--- config.mk ---
export PLATFORM = sky130hd
export DESIGN_NAME = rst_release_seq
export DESIGN_NICKNAME = d
export VERILOG_FILES = /design/src/rtl/rsq_pkg.sv /design/src/rtl/rsq_sync2.sv /design/src/rtl/rsq_dly_map.sv /design/src/rtl/rsq_cal_load.sv /design/src/rtl/rst_release_seq.sv
export SDC_FILE = /design/constraint.sdc
export NUM_CORES = 1
export LEC_CHECK = 0
export BUFFER_PORTS_ARGS = -buffer_cell sky130_fd_sc_hd__buf_2
export CORE_MARGIN = 10
export CORE_UTILIZATION = 35
export DETAILED_ROUTE_END_ITERATION = 10
export PLACE_DENSITY = 0.65
export SLEW_MARGIN = 20
export SYNTH_ARGS = -nofsm -noshare
export SYNTH_HDL_FRONTEND = slang
export SYNTH_SLANG_ARGS = --single-unit
--- constraint.sdc ---
create_clock -name clk -period 3.6 [get_ports clk]
set_input_delay 0.36 -clock clk [delete_from_list [all_inputs] [get_ports clk]]
set_output_delay 0.36 -clock clk [all_outputs]
set_load 0.005 [all_outputs]
--- src/rtl/rsq_pkg.sv ---
package rsq_pkg;
    typedef enum logic [2:0] {
        ST_RESET = 3'd0,
        ST_DELAY = 3'd1,
        ST_OSC   = 3'd2,
        ST_CAL   = 3'd3,
        ST_RUN   = 3'd4
    } rsq_stage_e;
endpackage

--- src/rtl/rsq_sync2.sv ---
module rsq_sync2 #(
    parameter int WIDTH = 5
) (
    input  logic             clk,
    input  logic             rst_n,
    input  logic [WIDTH-1:0] d_i,
    output logic [WIDTH-1:0] q_o
);
    logic [WIDTH-1:0] meta_q;
    logic [WIDTH-1:0] sync_q;

    always_ff @(posedge clk or negedge rst_n) begin
        if (!rst_n) begin
            meta_q <= '0;
            sync_q <= '0;
        end else begin
            meta_q <= d_i;
            sync_q <= meta_q;
        end
    end

    assign q_o = sync_q;
endmodule

--- src/rtl/rsq_dly_map.sv ---
module rsq_dly_map #(
    parameter int DLY_LONG  = 64,
    parameter int DLY_SHORT = 4,
    parameter int DLY_W     = $clog2(DLY_LONG + 1)
) (
    input  logic [1:0]       sel_i,
    output logic [DLY_W-1:0] ticks_o
);
    always_comb begin
        unique case (sel_i)
            2'b00:   ticks_o = DLY_W'(DLY_LONG);
            2'b01:   ticks_o = DLY_W'(DLY_SHORT);
            2'b10:   ticks_o = DLY_W'(DLY_LONG);   // reserved code falls back to long
            2'b11:   ticks_o = '0;
            default: ticks_o = DLY_W'(DLY_LONG);
        endcase
    end
endmodule

--- src/rtl/rsq_cal_load.sv ---
module rsq_cal_load #(
    parameter int NUM_CAL = 3,
    parameter int CAL_CYC = 24,
    parameter int CAL_W   = 8,
    parameter int ADDR_W  = 4,
    parameter int CYC_W   = 5
) (
    input  logic                          clk,
    input  logic                          rst_n,
    input  logic                          active_i,
    input  logic [CYC_W-1:0]              cyc_i,
    input  logic [CAL_W-1:0]              data_i,
    output logic                          rd_o,
    output logic [ADDR_W-1:0]             addr_o,
    output logic [NUM_CAL-1:0][CAL_W-1:0] cal_o
);
    localparam int               GAP   = CAL_CYC / NUM_CAL;
    localparam logic [CYC_W-1:0] GAP_V = CYC_W'(GAP);

    logic [CYC_W-1:0] slot;

    assign slot   = cyc_i / GAP_V;
    assign rd_o   = active_i && ((cyc_i % GAP_V) == '0) && (slot < CYC_W'(NUM_CAL));
    assign addr_o = ADDR_W'(slot);

    for (genvar i = 0; i < NUM_CAL; i++) begin : g_cal
        always_ff @(posedge clk or negedge rst_n) begin
            if (!rst_n) begin
                cal_o[i] <= '0;
            end else if (rd_o && (slot == CYC_W'(i))) begin
                cal_o[i] <= data_i;
            end
        end
    end


    rd_spacing_chk: assert property (@(posedge clk) disable iff (!rst_n)
        rd_o |=> !rd_o);


    rd_range_chk: assert property (@(posedge clk) disable iff (!rst_n)
        rd_o |-> (addr_o < ADDR_W'(NUM_CAL)));
endmodule

--- src/rtl/rst_release_seq.sv ---
module rst_release_seq
    import rsq_pkg::*;
#(
    parameter int NUM_REQ   = 5,
    parameter int DLY_LONG  = 64,
    parameter int DLY_SHORT = 4,
    parameter int OSC_CYC   = 6,
    parameter int CAL_CYC   = 24,
    parameter int CAL_W     = 8,
    parameter int ADDR_W    = 4
) (
    input  logic               clk,
    input  logic               rst_n,
    input  logic [NUM_REQ-1:0] req_i,
    input  logic               slow_tick_i,
    input  logic [1:0]         sut_sel_i,
    input  logic [CAL_W-1:0]   nvm_data_i,
    output logic               nvm_rd_o,
    output logic [ADDR_W-1:0]  nvm_addr_o,
    output logic [CAL_W-1:0]   cal_2m_o,
    output logic [CAL_W-1:0]   cal_32m_o,
    output logic [CAL_W-1:0]   cal_32k_o,
    output logic               rst_o,
    output logic [2:0]         stage_o,
    output logic               run_pulse_o
);
    localparam int NUM_CAL = 3;
    localparam int DLY_W   = $clog2(DLY_LONG + 1);
    localparam int CYC_MAX = (CAL_CYC > OSC_CYC) ? CAL_CYC : OSC_CYC;
    localparam int CYC_W   = $clog2(CYC_MAX);
    localparam logic [CYC_W-1:0] OSC_LAST = CYC_W'(OSC_CYC - 1);
    localparam logic [CYC_W-1:0] CAL_LAST = CYC_W'(CAL_CYC - 1);

    rsq_stage_e state, state_n;

    logic [NUM_REQ-1:0]          req_s;
    logic                        any_s;
    logic [DLY_W-1:0]            dly_sel;
    logic [DLY_W-1:0]            dly_tgt;
    logic [DLY_W-1:0]            dly_cnt;
    logic [CYC_W-1:0]            cyc_cnt;
    logic                        run_pulse_q;
    logic [NUM_CAL-1:0][CAL_W-1:0] cal_q;

    rsq_sync2 #(.WIDTH(NUM_REQ)) u_sync (
        .clk   (clk),
        .rst_n (rst_n),
        .d_i   (req_i),
        .q_o   (req_s)
    );

    assign any_s = |req_s;

    rsq_dly_map #(
        .DLY_LONG  (DLY_LONG),
        .DLY_SHORT (DLY_SHORT),
        .DLY_W     (DLY_W)
    ) u_map (
        .sel_i   (sut_sel_i),
        .ticks_o (dly_sel)
    );

    rsq_cal_load #(
        .NUM_CAL (NUM_CAL),
        .CAL_CYC (CAL_CYC),
        .CAL_W   (CAL_W),
        .ADDR_W  (ADDR_W),
        .CYC_W   (CYC_W)
    ) u_cal (
        .clk      (clk),
        .rst_n    (rst_n),
        .active_i (state == ST_CAL),
        .cyc_i    (cyc_cnt),
        .data_i   (nvm_data_i),
        .rd_o     (nvm_rd_o),
        .addr_o   (nvm_addr_o),
        .cal_o    (cal_q)
    );

    // Next-state logic
    always_comb begin
        state_n = state;
        if (any_s) begin
            state_n = ST_RESET;
        end else begin
            unique case (state)
                ST_RESET: state_n = ST_DELAY;
                ST_DELAY: if (dly_cnt == dly_tgt) state_n = ST_OSC;
                ST_OSC:   if (cyc_cnt == OSC_LAST) state_n = ST_CAL;
                ST_CAL:   if (cyc_cnt == CAL_LAST) state_n = ST_RUN;
                ST_RUN:   state_n = ST_RUN;
                default:  state_n = ST_RESET;
            endcase
        end
    end

    // State register
    always_ff @(posedge clk or negedge rst_n) begin
        if (!rst_n) state <= ST_RESET;
        else        state <= state_n;
    end

    // Stage counters and latched delay target
    always_ff @(posedge clk or negedge rst_n) begin
        if (!rst_n) begin
            dly_tgt <= '0;
            dly_cnt <= '0;
            cyc_cnt <= '0;
        end else begin
            if (state == ST_RESET && state_n == ST_DELAY) dly_tgt <= dly_sel;
            if (state_n != state) begin
                dly_cnt <= '0;
                cyc_cnt <= '0;
            end else begin
                if (state == ST_DELAY && slow_tick_i && dly_cnt != dly_tgt)
                    dly_cnt <= dly_cnt + 1'b1;
                if (state == ST_OSC || state == ST_CAL)
                    cyc_cnt <= cyc_cnt + 1'b1;
            end
        end
    end

    // Outputs
    always_ff @(posedge clk or negedge rst_n) begin
        if (!rst_n) run_pulse_q <= 1'b0;
        else        run_pulse_q <= (state_n == ST_RUN) && (state != ST_RUN);
    end

    always_comb begin
        rst_o       = (state != ST_RUN) || (|req_i);
        stage_o     = state;
        run_pulse_o = run_pulse_q;
        cal_2m_o    = cal_q[0];
        cal_32m_o   = cal_q[1];
        cal_32k_o   = cal_q[2];
    end


    req_abort_chk: assert property (@(posedge clk) disable iff (!rst_n)
        any_s |=> (state == ST_RESET));


    run_order_chk: assert property (@(posedge clk) disable iff (!rst_n)
        (state == ST_RUN && $past(state) != ST_RUN) |-> ($past(state) == ST_CAL));


    osc_order_chk: assert property (@(posedge clk) disable iff (!rst_n)
        (state == ST_OSC && $past(state) != ST_OSC) |-> ($past(state) == ST_DELAY));


    osc_len_chk: assert property (@(posedge clk) disable iff (!rst_n)
        (state == ST_CAL && $past(state) == ST_OSC) |-> ($past(cyc_cnt) == OSC_LAST));


    zero_skip_chk: assert property (@(posedge clk) disable iff (!rst_n)
        (state == ST_DELAY && dly_tgt == '0) |=> (state != ST_DELAY));


    run_pulse_chk: assert property (@(posedge clk) disable iff (!rst_n)
        run_pulse_o |-> (state == ST_RUN && $past(state) != ST_RUN));
endmodule

==> results_dict.tcl <==
set metrics [dict create \
    routed_wl_um 4910 \
    cpPeakStageDelay_ps 690 \
    rows 29 \
    die_h_um 101 \
    vias 1557 \
    power.total_w 0.00103 \
    core_sq_um 6390 \
    hold_ws_ps 161 \
    period_share_pct 70.6 \
    area_delta_synth_final_pct 17.1 \
    drive_above_1_share_pct 37.1 \
    antennaDiodeCount 0 \
    htreeDepth 2 \
    synth_area_per_cell_sq_um 12.2 \
    start_util_pct 36.2 \
    hp-class "input pin to flop" \
    viasPerCell 4.91 \
    min_period_ps 2540 \
    fill_cells 607 \
    grt_max_degree 33 \
    ioPinCount 52 \
    synth-seq-cells 52 \
    ant_nets 0 \
    cts_tree "yes" \
    antenna_found_initial 0 \
    design_area_sq_um 2710 \
    cp_cell_sequence "inv_1 > ha_1 > or4b_4 > or3_4 > o41ai_4 > nor3_1" \
    arrival_ps 2700 \
    dp_hpwl_um 3630 \
    dieArea_sq_um 10300 \
    synth-async-reset-ratio_pct 100 \
    yosysMostFrequentCell "dfrtp_1" \
    cts_buffers 5 \
    ys_seq_area_share_pct 56.2 \
    clk_latency_ps 310 \
    hold_viol_final 0 \
    drtIter0Drc 117 \
    drc_errors 0 \
    cts_max_path_buffers 2 \
    synth_cell_types 39 \
    grt_pass1_wl_um 8300 \
    crit_path_start_kind "flop" \
    power.density_nw_per_um2 382 \
    vdd_drop_max_uv 209 \
    crit_required_ps 3760 \
    dr.pass1.iters 4 \
    synth_cells 190 \
    post_cts_buffers 0 \
    rsz0062_at_grt "false" \
    setup_viol 0 \
    synth_edf_count 0 \
    grt_pass1_vias 1623 \
    drv_cap 0 \
    clkTransAtPathRegs_ps 100 \
    wl_per_cell_um 15.5 \
    track_usage_pct 9.97 \
    critPathSlowestCell "o41ai_4" \
    maxSlewViolCount 0 \
    yosys.area.top_type "dfrtp_1" \
    cts-root-buf "clkbuf_8" \
    gp_congestion 0.810 \
    ys.flop_type "dfrtp_1" \
    p_leak_nw 1.35 \
    tightestPinTransition_ps 740 \
    slew_headroom_pct 50.5 \
    yosysWarnings 0 \
    synthTopCellsByArea "dfrtp_1 56%, mux2_2 12%, nor3_1 3.0%, xor2_1 3.0%, ha_1 2.7%" \
    synth_area_sq_um 2310 \
    cts_sinks 52 \
    fmax_ghz 0.394 \
    die_w_um 101 \
    cp_max_fo 12 \
    nets 262 \
    port_buffers 49 \
    end_kind "flop" \
    finClkSkew_ps 6.39 \
    synth.top_cell.area_share_pct 56.2 \
    path_class "flop to flop" \
    finalSetupTns_ps 0 \
    synth_common_cells "52 x dfrtp_1, 24 x mux2_2, 14 x nor3_1" \
    dpl-instance-area_sq_um 2610 \
    grt_overflow_total 0 \
    status "finished, final reports clean" \
]
-- worst max-delay path: cells and delay by family, from the launching register on --
| kind | cells | cell delay [ps] |
|---|---|---|
| AOI/OAI and AO/OA | 1 | 690 |
| adders and majority gates | 1 | 150 |
| buffers and inverters | 1 | 90 |
| DFF | 1 | 430 |
| and+or+nand+nor | 3 | 1040 |
-- cell usage in the layout, fill, tap and decap left out, types with 2 or more instances in the layout --
master / n
mux2_2: 24
nand2b_1: 4
buf_4: 2
a21oi_1: 5
o21ai_0: 3
dfrtp_1: 52
ha_1: 5
clkbuf_8: 5
nor2b_1: 2
inv_6: 2
and2_1: 4
xnor2_1: 3
nand4_1: 3
xor2_1: 8
nor2_1: 13
nand3_1: 2
conb_1: 2
inv_1: 4
o31ai_1: 2
nor4bb_1: 2
nor3_1: 14
buf_2: 49
nand2_1: 11
nor4_1: 2
-- layer usage --
metal / GRT usage (%) / vias to the layer above / share of wire (%)
met2: 14.3 / 46 / 42
met5: 0 / - / 0
li1: - / 759 / -
met4: 3.22 / 0 / 1.2
met1: 12.7 / 746 / 47
met3: 5.17 / 6 / 9.9
-- flip-flops by register name (all words and copies together), names as in the netlist --
register and cells:
stage_o 3, dly_tgt 2, dly_cnt 7, u_sync.q_o 5
run_pulse_o 1, u_cal.cal_o 24, u_sync.meta_q 5, cyc_cnt 5
-- report_power, final --
group          leakage, nW  internal, W  total [W]  switching, W
registers            0.682     0.000601   0.000610    0.00000961
clock network       0.0452     0.000142   0.000344      0.000202
logic                0.624    0.0000349  0.0000807     0.0000457
total                 1.35     0.000777    0.00103      0.000257
-- per-stage QoR --
step	worst slack, ps	instances	util [%]
after floorplan	1440	191	-
after global placement	1100	308	40.8
after detailed placement	1050	308	40.8
after CTS	1020	317	42.4
after global routing	838	317	42.4
final	1060	317	42.4
-- area by class of cell --
class | instances | area (sq um) | area share (%)
flip-flops and latches | 52 | 1300 | 48.0
well taps | 77 | 96.3 | 3.55
clock buffers | 5 | 68.8 | 2.54
repair buffers | 52 | 270 | 9.97
multi-input cells | 124 | 933 | 34.4
clock inverters | 3 | 25.0 | 0.923
inverters | 4 | 15.0 | 0.554
-- path summary, 6_finish.rpt --
kind,end,start,slack (ps),cells after the start
setup / recovery,cyc_cnt[1]$_DFFE_PN0P_,dly_cnt[0]$_DFFE_PN0P_,1060,6
hold / removal,u_sync.meta_q[3]$_DFF_PN0_,req_i[3],160,1
setup reg to reg,cyc_cnt[1]$_DFFE_PN0P_,dly_cnt[0]$_DFFE_PN0P_,1060,6
hold reg to reg,u_sync.q_o[1]$_DFF_PN0_,u_sync.meta_q[1]$_DFF_PN0_,360,0
max in group asynchronous,u_cal.cal_o[10]$_DFFE_PN0P_,rst_n,2270,3
min in group asynchronous,dly_tgt[6]$_DFFE_PN0P_,rst_n,550,2
-- kinds of logic after synthesis --
family / after synthesis / share of synthesized area, %
AO/OA/AOI/OAI: 15 / 4.92
XOR/XNOR: 11 / 4.16
adder cells (fa/ha/maj): 5 / 2.70
buffers and inverters: 15 / 3.57
flip-flops: 52 / 56.2
multiplexers: 25 / 12.1
other: 1 / 0.162
AND/OR/NAND/NOR: 66 / 16.1
-- what timing repair did --
| action | in CTS | in global routing |
|---|---|---|
| gates resized for setup | 0 | 0 |
| hold endpoints to repair | 4 | 0 |
| hold buffers | 1 | 0 |
(Power assumes the default switching activity.)
